<file path="src/rtl/colSamplerPkg.sv">
package colSamplerPkg;
  // Strobes the control path hands to the datapath each cycle
  typedef struct packed {
    logic launch;    // token launched at this edge
    logic capture;   // a stage holds the token: write this cycle
    logic dirRight;  // direction latched at launch
    logic cascade;   // far-pin pulse cycle
  } ctrlStrobeT;
endpackage

</file>
<file path="src/rtl/colSamplerCtrl.sv">
module colSamplerCtrl
  import colSamplerPkg::*;
#(
  parameter int STAGES = 70,
  localparam int IDX_W = $clog2(STAGES)
) (
  input  logic             clk,
  input  logic             rstN,
  input  logic             shiftRight,
  input  logic             startLeft,
  input  logic             startRight,
  output ctrlStrobeT       strobes,
  output logic [IDX_W-1:0] stageIdx,
  output logic             busy
);
  logic              startSel, startPrev, launch;
  logic [STAGES-1:0] token;
  logic              dirLat, casPulse;

  assign startSel = shiftRight ? startLeft : startRight;
  assign busy     = (|token) | casPulse;
  assign launch   = startSel & ~startPrev & ~busy;

  always_ff @(posedge clk or negedge rstN) begin
    if (!rstN) begin
      startPrev <= 1'b0;
      token     <= '0;
      dirLat    <= 1'b1;
      casPulse  <= 1'b0;
    end else begin
      startPrev <= startSel;
      token     <= {token[STAGES-2:0], launch};
      casPulse  <= token[STAGES-1];
      if (launch) dirLat <= shiftRight;
    end
  end

  always_comb begin
    stageIdx = '0;
    for (int i = 0; i < STAGES; i++)
      if (token[i]) stageIdx = IDX_W'(i);
  end

  assign strobes.launch   = launch;
  assign strobes.capture  = |token;
  assign strobes.dirRight = dirLat;
  assign strobes.cascade  = casPulse;

  p_token_onehot_r2: assert property (@(posedge clk) disable iff (!rstN)
    $onehot0(token));
  p_pulse_after_last_r8: assert property (@(posedge clk) disable iff (!rstN)
    token[STAGES-1] |=> casPulse);
  p_pulse_single_r8: assert property (@(posedge clk) disable iff (!rstN)
    casPulse |=> !casPulse);
  p_launch_busy_r11: assert property (@(posedge clk) disable iff (!rstN)
    launch |=> busy);
  p_one_token_r10: assert property (@(posedge clk) disable iff (!rstN)
    launch |=> !launch);
endmodule

</file>
<file path="src/rtl/colSamplerDpath.sv">
module colSamplerDpath
  import colSamplerPkg::*;
#(
  parameter int STAGES = 70,
  parameter int CODES  = 6,
  parameter int CODE_W = 6,
  localparam int IDX_W  = $clog2(STAGES),
  localparam int PKT_W  = CODES * CODE_W,
  localparam int HALF   = CODES / 2
) (
  input  logic             clk,
  input  logic             rstN,
  input  ctrlStrobeT       strobes,
  input  logic [IDX_W-1:0] stageIdx,
  input  logic [PKT_W-1:0] pixData,
  input  logic             invLow,
  input  logic             invHigh,
  output logic             wrEn,
  output logic [IDX_W-1:0] wrGroup,
  output logic [PKT_W-1:0] wrData
);
  localparam logic [IDX_W-1:0] LAST = IDX_W'(STAGES - 1);

  assign wrEn    = strobes.capture;
  assign wrGroup = strobes.dirRight ? stageIdx : (LAST - stageIdx);

  for (genvar i = 0; i < CODES; i++) begin : g_code
    logic flip;
    if (i < HALF) begin : g_lo
      assign flip = invLow;
    end else begin : g_hi
      assign flip = invHigh;
    end
    assign wrData[i*CODE_W +: CODE_W] =
      pixData[i*CODE_W +: CODE_W] ^ {CODE_W{flip}};
  end

  p_group_range_r3: assert property (@(posedge clk) disable iff (!rstN)
    wrEn |-> wrGroup <= LAST);
  p_group_step_r4: assert property (@(posedge clk) disable iff (!rstN)
    (wrEn && !strobes.cascade && $past(wrEn) && !strobes.dirRight)
      |-> wrGroup == $past(wrGroup) - 1'b1);
endmodule

</file>
<file path="src/rtl/colSampler.sv">
module colSampler
  import colSamplerPkg::*;
#(
  parameter int STAGES = 70,
  parameter int CODES  = 6,
  parameter int CODE_W = 6,
  localparam int IDX_W = $clog2(STAGES),
  localparam int PKT_W = CODES * CODE_W
) (
  input  logic             clk,
  input  logic             rstN,
  input  logic             shiftRight,
  input  logic             dioLeftIn,
  output logic             dioLeftOut,
  output logic             dioLeftOe,
  input  logic             dioRightIn,
  output logic             dioRightOut,
  output logic             dioRightOe,
  input  logic [PKT_W-1:0] pixData,
  input  logic             invLow,
  input  logic             invHigh,
  output logic             wrEn,
  output logic [IDX_W-1:0] wrGroup,
  output logic [PKT_W-1:0] wrData,
  output logic             busy
);
  ctrlStrobeT       strobes;
  logic [IDX_W-1:0] stageIdx;

  colSamplerCtrl #(.STAGES(STAGES)) u_ctrl (
    .clk(clk), .rstN(rstN), .shiftRight(shiftRight),
    .startLeft(dioLeftIn), .startRight(dioRightIn),
    .strobes(strobes), .stageIdx(stageIdx), .busy(busy));

  colSamplerDpath #(.STAGES(STAGES), .CODES(CODES), .CODE_W(CODE_W)) u_dpath (
    .clk(clk), .rstN(rstN), .strobes(strobes), .stageIdx(stageIdx),
    .pixData(pixData), .invLow(invLow), .invHigh(invHigh),
    .wrEn(wrEn), .wrGroup(wrGroup), .wrData(wrData));

  assign dioRightOut = strobes.cascade &  strobes.dirRight;
  assign dioLeftOut  = strobes.cascade & ~strobes.dirRight;
  assign dioRightOe  = shiftRight;
  assign dioLeftOe   = ~shiftRight;

  p_oe_excl_r9: assert property (@(posedge clk) disable iff (!rstN)
    !(dioLeftOe && dioRightOe));
  p_out_single_r8: assert property (@(posedge clk) disable iff (!rstN)
    !(dioLeftOut && dioRightOut));
  p_no_write_pulse_r2: assert property (@(posedge clk) disable iff (!rstN)
    (dioLeftOut || dioRightOut) |-> !wrEn);
endmodule

</file>
<file path="config.mk">
export PLATFORM = sky130hd
export DESIGN_NAME = colSampler
export DESIGN_NICKNAME = d
export VERILOG_FILES = /design/src/rtl/colSamplerPkg.sv /design/src/rtl/colSamplerCtrl.sv /design/src/rtl/colSamplerDpath.sv /design/src/rtl/colSampler.sv
export SDC_FILE = /design/constraint.sdc
export NUM_CORES = 1
export LEC_CHECK = 0
export ABC_AREA = 0
export BUFFER_PORTS_ARGS = -buffer_cell sky130_fd_sc_hd__buf_2
export CAP_MARGIN = 0
export CORE_MARGIN = 2
export CORE_UTILIZATION = 50
export DETAILED_ROUTE_END_ITERATION = 6
export PLACE_DENSITY_LB_ADDON = 0.2
export SLEW_MARGIN = 30
export SYNTH_ARGS = -nofsm -noshare
export SYNTH_HDL_FRONTEND = slang
export SYNTH_HIERARCHICAL = 1
export SYNTH_SLANG_ARGS = --single-unit
</file>
<file path="constraint.sdc">
create_clock -name clk -period 4.3 [get_ports clk]
set_input_delay 0.86 -clock clk [delete_from_list [all_inputs] [get_ports clk]]
set_output_delay 0.86 -clock clk [all_outputs]
set_load 0.01 [all_outputs]
</file>
[Yosys cells after proc, flatten, opt, wreduce, memory -nomap -nowiden]
Cells that the tools add are included.
Storage, ports and cells
  register bits: 73
  bits of input ports: 43
  output and inout port bits: 49
  word-level logic and storage cells: 92
Cells by class
  $add $sub $neg: 1
  multiplexer cells: 71
  bitwise gates (word level): 15
  reductions and logical operators: 1
Operators with widths (number)
  $mux 6: 32
  $mux 5: 16
  $reduce_or 70->1: 1
  $mux 7: 7
  $xor 6x6->6: 6
  $mux 4: 8
  $mux 3: 4
  $sub 7x7->7 const A: 1
  $and 1x1->1: 4
  $mux 2: 2
  $not 1->1: 4
  $mux 1: 2
  $or 1x1->1: 1

[Longest topological paths before layout]
  word-level depth: 71
  depth in mapped cells: 10
  depth with buffers taken out: 10

[Cells and area by module]
Netlist, hierarchy kept.
Modules (own cells, without submodules)
  colSamplerCtrl: times used 1, cells an instance 231, area each 2834.0 um^2
  colSamplerDpath: times used 1, cells an instance 58, area each 505.5 um^2
  colSampler: times used 1, cells an instance 4, area each 27.5 um^2

[Worst setup path before layout]
Ideal clock, no wire load.
  path kind: reg2out
  start: reg u_ctrl.token[20]
  end: out wrGroup[5]
  data arrival time: 2.300 ns
  path slack: 1.140 ns
  stages on the path, launching flop included: 11
  cell sequence: dfrtp_1 or4_1 o21ai_0 a31oi_1 o311ai_0 nand2_1 a31o_2 ha_1 nor3_1 nor2_1 xor2_1
Between the ends
  word-level cells in the longest chain between the ends: 52
Ends and longest elaborated chain
  from (decl): line colSamplerCtrl.sv:17  | logic [STAGES-1:0] token;
  from (signal assigned): line colSamplerCtrl.sv:32  | token <= {token[STAGES-2:0], launch};
  $mux 5 (12 in series): line colSamplerCtrl.sv:41  | if (token[i]) stageIdx = IDX_W'(i);
  $mux 6 (32 in series): line colSamplerCtrl.sv:41
  $mux 7 (6 in series): line colSamplerCtrl.sv:41
  net stageIdx[2]: line colSampler.sv:28  | logic [IDX_W-1:0] stageIdx;
  $sub 7x7->7: line colSamplerDpath.sv:25  | assign wrGroup = strobes.dirRight ? stageIdx : (LAST - stageIdx);
  $mux 7: line colSamplerDpath.sv:25
  to (decl): line colSampler.sv:23  | output logic [IDX_W-1:0] wrGroup,
The timed path passes the listed nets, and every way through them passes these cells.

[Worst setup path after layout]
Same ends and word-level chain as after synthesis.

==> flow_metrics.env <==
export IMPL_fin_area_um2=4000
export IMPL_vdd_ir_drop_max_mv=0.271
export IMPL_drt_iter0_markers=147
export IMPL_dieArea_um2=7390
export IMPL_start_kind="flip-flop"
export IMPL_cts_tree="done"
export IMPL_cts_setup_buffers=0
export IMPL_netlist_instances=292
export IMPL_antenna_found_initial=0
export IMPL_cp_arrival_ns=2.99
export IMPL_relSlewSlack_pct=59.2
export IMPL_final_cells=467
export IMPL_synth_fp_nets=336
export IMPL_syn_area_um2=3360
export IMPL_rsz0062_at_grt="false"
export IMPL_setup_viol=0
export IMPL_status="finished clean"
export IMPL_grt_pass1_wl_um=10900
export IMPL_drc=0
export IMPL_wire_per_inst_um=14.2
export IMPL_area_delta_synth_final_pct=19.0
export IMPL_n_antenna_cell=0
export IMPL_clock_latency_ns=0.34
export IMPL_path_max_fanout=6
export IMPL_fin_crit_ns=3.85
export IMPL_grt_use_total_pct=18.9
export IMPL_cts_sinks=73
export IMPL_drive_above_1_share_pct=33.6
export IMPL_start_util_pct=52.3
export IMPL_grt_overflow=0
export IMPL_utilization_pct=62.2
export IMPL_crit_chain="or4_1, o21ai_0, a31oi_1, o311ai_0, nand2_1, a31o_2, ha_1, nor3_1, nor2_1, xor2_1, buf_2"
export IMPL_root_buffer="clkbuf_8"
export IMPL_synth_warning_count=6
export IMPL_cpMaxStageDelayCell="or4_1"
export IMPL_final_hold_worst_slack_ns=0.381
export IMPL_clk_pin_slew_ns=0.07
export IMPL_num_vias=2519
export IMPL_wl_um=6620
export IMPL_drt_pass1_iterations=4
export IMPL_end_kind="output pin"
export IMPL_dpl_cell_area_um2=3820
export IMPL_maxCapViolCount=0
export IMPL_cts_buffer_depth=2
export IMPL_cts_buffers=9
export IMPL_place_inst=451
export IMPL_syn_avg_cell_area_um2=11.5
export IMPL_setup_tns_ns=0
export IMPL_fin_nets=429
export IMPL_hold_buffers=0
export IMPL_skew_ns=0.00436
export IMPL_io_buffers=91
export IMPL_setup_slack_ns=0.445
export IMPL_grt_max_degree=52
export IMPL_fmax_mhz=259
export IMPL_finalPower_mw=1.65
export IMPL_worstPathRequired_ns=3.44
export IMPL_core_area_um2=6420
export IMPL_hold_viol=0
export IMPL_fin_crit_sh_pct=89.6
export IMPL_fp_dieW_um=86.0
export IMPL_die_h_um=86.0
export IMPL_p_per_area_nw_per_um2=414
export IMPL_leakage_nw=2.01
export IMPL_worst_slew_pin_slew_ns=0.611
export IMPL_via_per_inst=5.39
export IMPL_cp_slowest_stage_delay_ns=0.52
export IMPL_dpl_hpwl_um=4860
export IMPL_cts_resized_gates=0
export IMPL_place_ws_ns=0.849
export IMPL_rows=29
export IMPL_slew_violations=0
export IMPL_num_io_pins=92
export IMPL_min_path_type="flip-flop to flip-flop"
export IMPL_gp_congestion=0.823
export IMPL_antenna_left=0
export IMPL_htreeDepth=3
export IMPL_first_global_vias=2360
export IMPL_path_class="flip-flop to output pin"
## cell type report
cell class                      count  area (um2)
Clock inverter                      6        43.8
Multi-Input combinational cell    192        1360
Clock buffer                       10         138
Tap cell                           77        96.3
Sequential cell                    73        1830
Fill cell                         549        2420
Inverter                           17        63.8
Timing Repair Buffer               92         465
## path summary, 6_finish.rpt
path	start	to	slack, ns	cells past startpoint
max	u_ctrl/token[20]$_DFF_PN0_	wrGroup[5]	0.45	11
min	u_ctrl/token[0]$_DFF_PN0_	u_ctrl/token[1]$_DFF_PN0_	0.38	0
max reg2reg	u_ctrl/token[48]$_DFF_PN0_	u_ctrl/dirLat$_DFFE_PN1P_	2.02	6
min reg2reg	u_ctrl/token[0]$_DFF_PN0_	u_ctrl/token[1]$_DFF_PN0_	0.38	0
max in group asynchronous	rstN	u_ctrl/token[30]$_DFF_PN0_	3.04	2
min in group asynchronous	rstN	u_ctrl/token[2]$_DFF_PN0_	0.53	1
## flip-flops by register name, indices dropped and copies added (netlist names)
signal / cells
u_ctrl/token: 70
u_ctrl/casPulse: 1
u_ctrl/dirLat: 1
u_ctrl/startPrev: 1
## worst max-delay path: cells and delay by family (launching register included)
kind | cells | cell delay, ns
AND/OR/NAND/NOR | 4 | 0.88
adder cells (fa/ha/maj) | 1 | 0.19
flip-flops | 1 | 0.42
XOR/XNOR | 1 | 0.14
AO/OA/AOI/OAI | 4 | 0.88
buffers and inverters | 1 | 0.14
## power breakdown
| group | internal, mW | total, mW | switching, mW |
|---|---|---|---|
| sequential | 0.721 | 0.767 | 0.0453 |
| combinational | 0.191 | 0.411 | 0.220 |
| clock | 0.224 | 0.476 | 0.252 |
| total | 1.14 | 1.65 | 0.517 |
## per-layer routing
layer | wire length (um) | part of all wire [%] | vias up | global-route usage [%]
li1 | - | - | 1227 | -
met1 | 3090 | 47 | 1196 | 26.3
met2 | 3030 | 46 | 90 | 28.6
met3 | 429 | 6.5 | 6 | 4.81
met4 | 74 | 1.1 | 0 | 7.36
met5 | 0 | 0 | - | 0
## placed cells by master, fill, tap and decap left out, drive strengths merged, types with 4 or more instances in the layout
| cell type | n |
|---|---|
| buf | 92 |
| dfrtp | 72 |
| xor2 | 38 |
| nor2 | 28 |
| nor4 | 24 |
| inv | 17 |
| a21oi | 14 |
| nor3 | 13 |
| clkbuf | 10 |
| o21ai | 10 |
| nand2 | 10 |
| nand2b | 5 |
| nand3 | 5 |
| clkinvlp | 4 |
| a31oi | 4 |
Power figures use the tool's default switching activity.
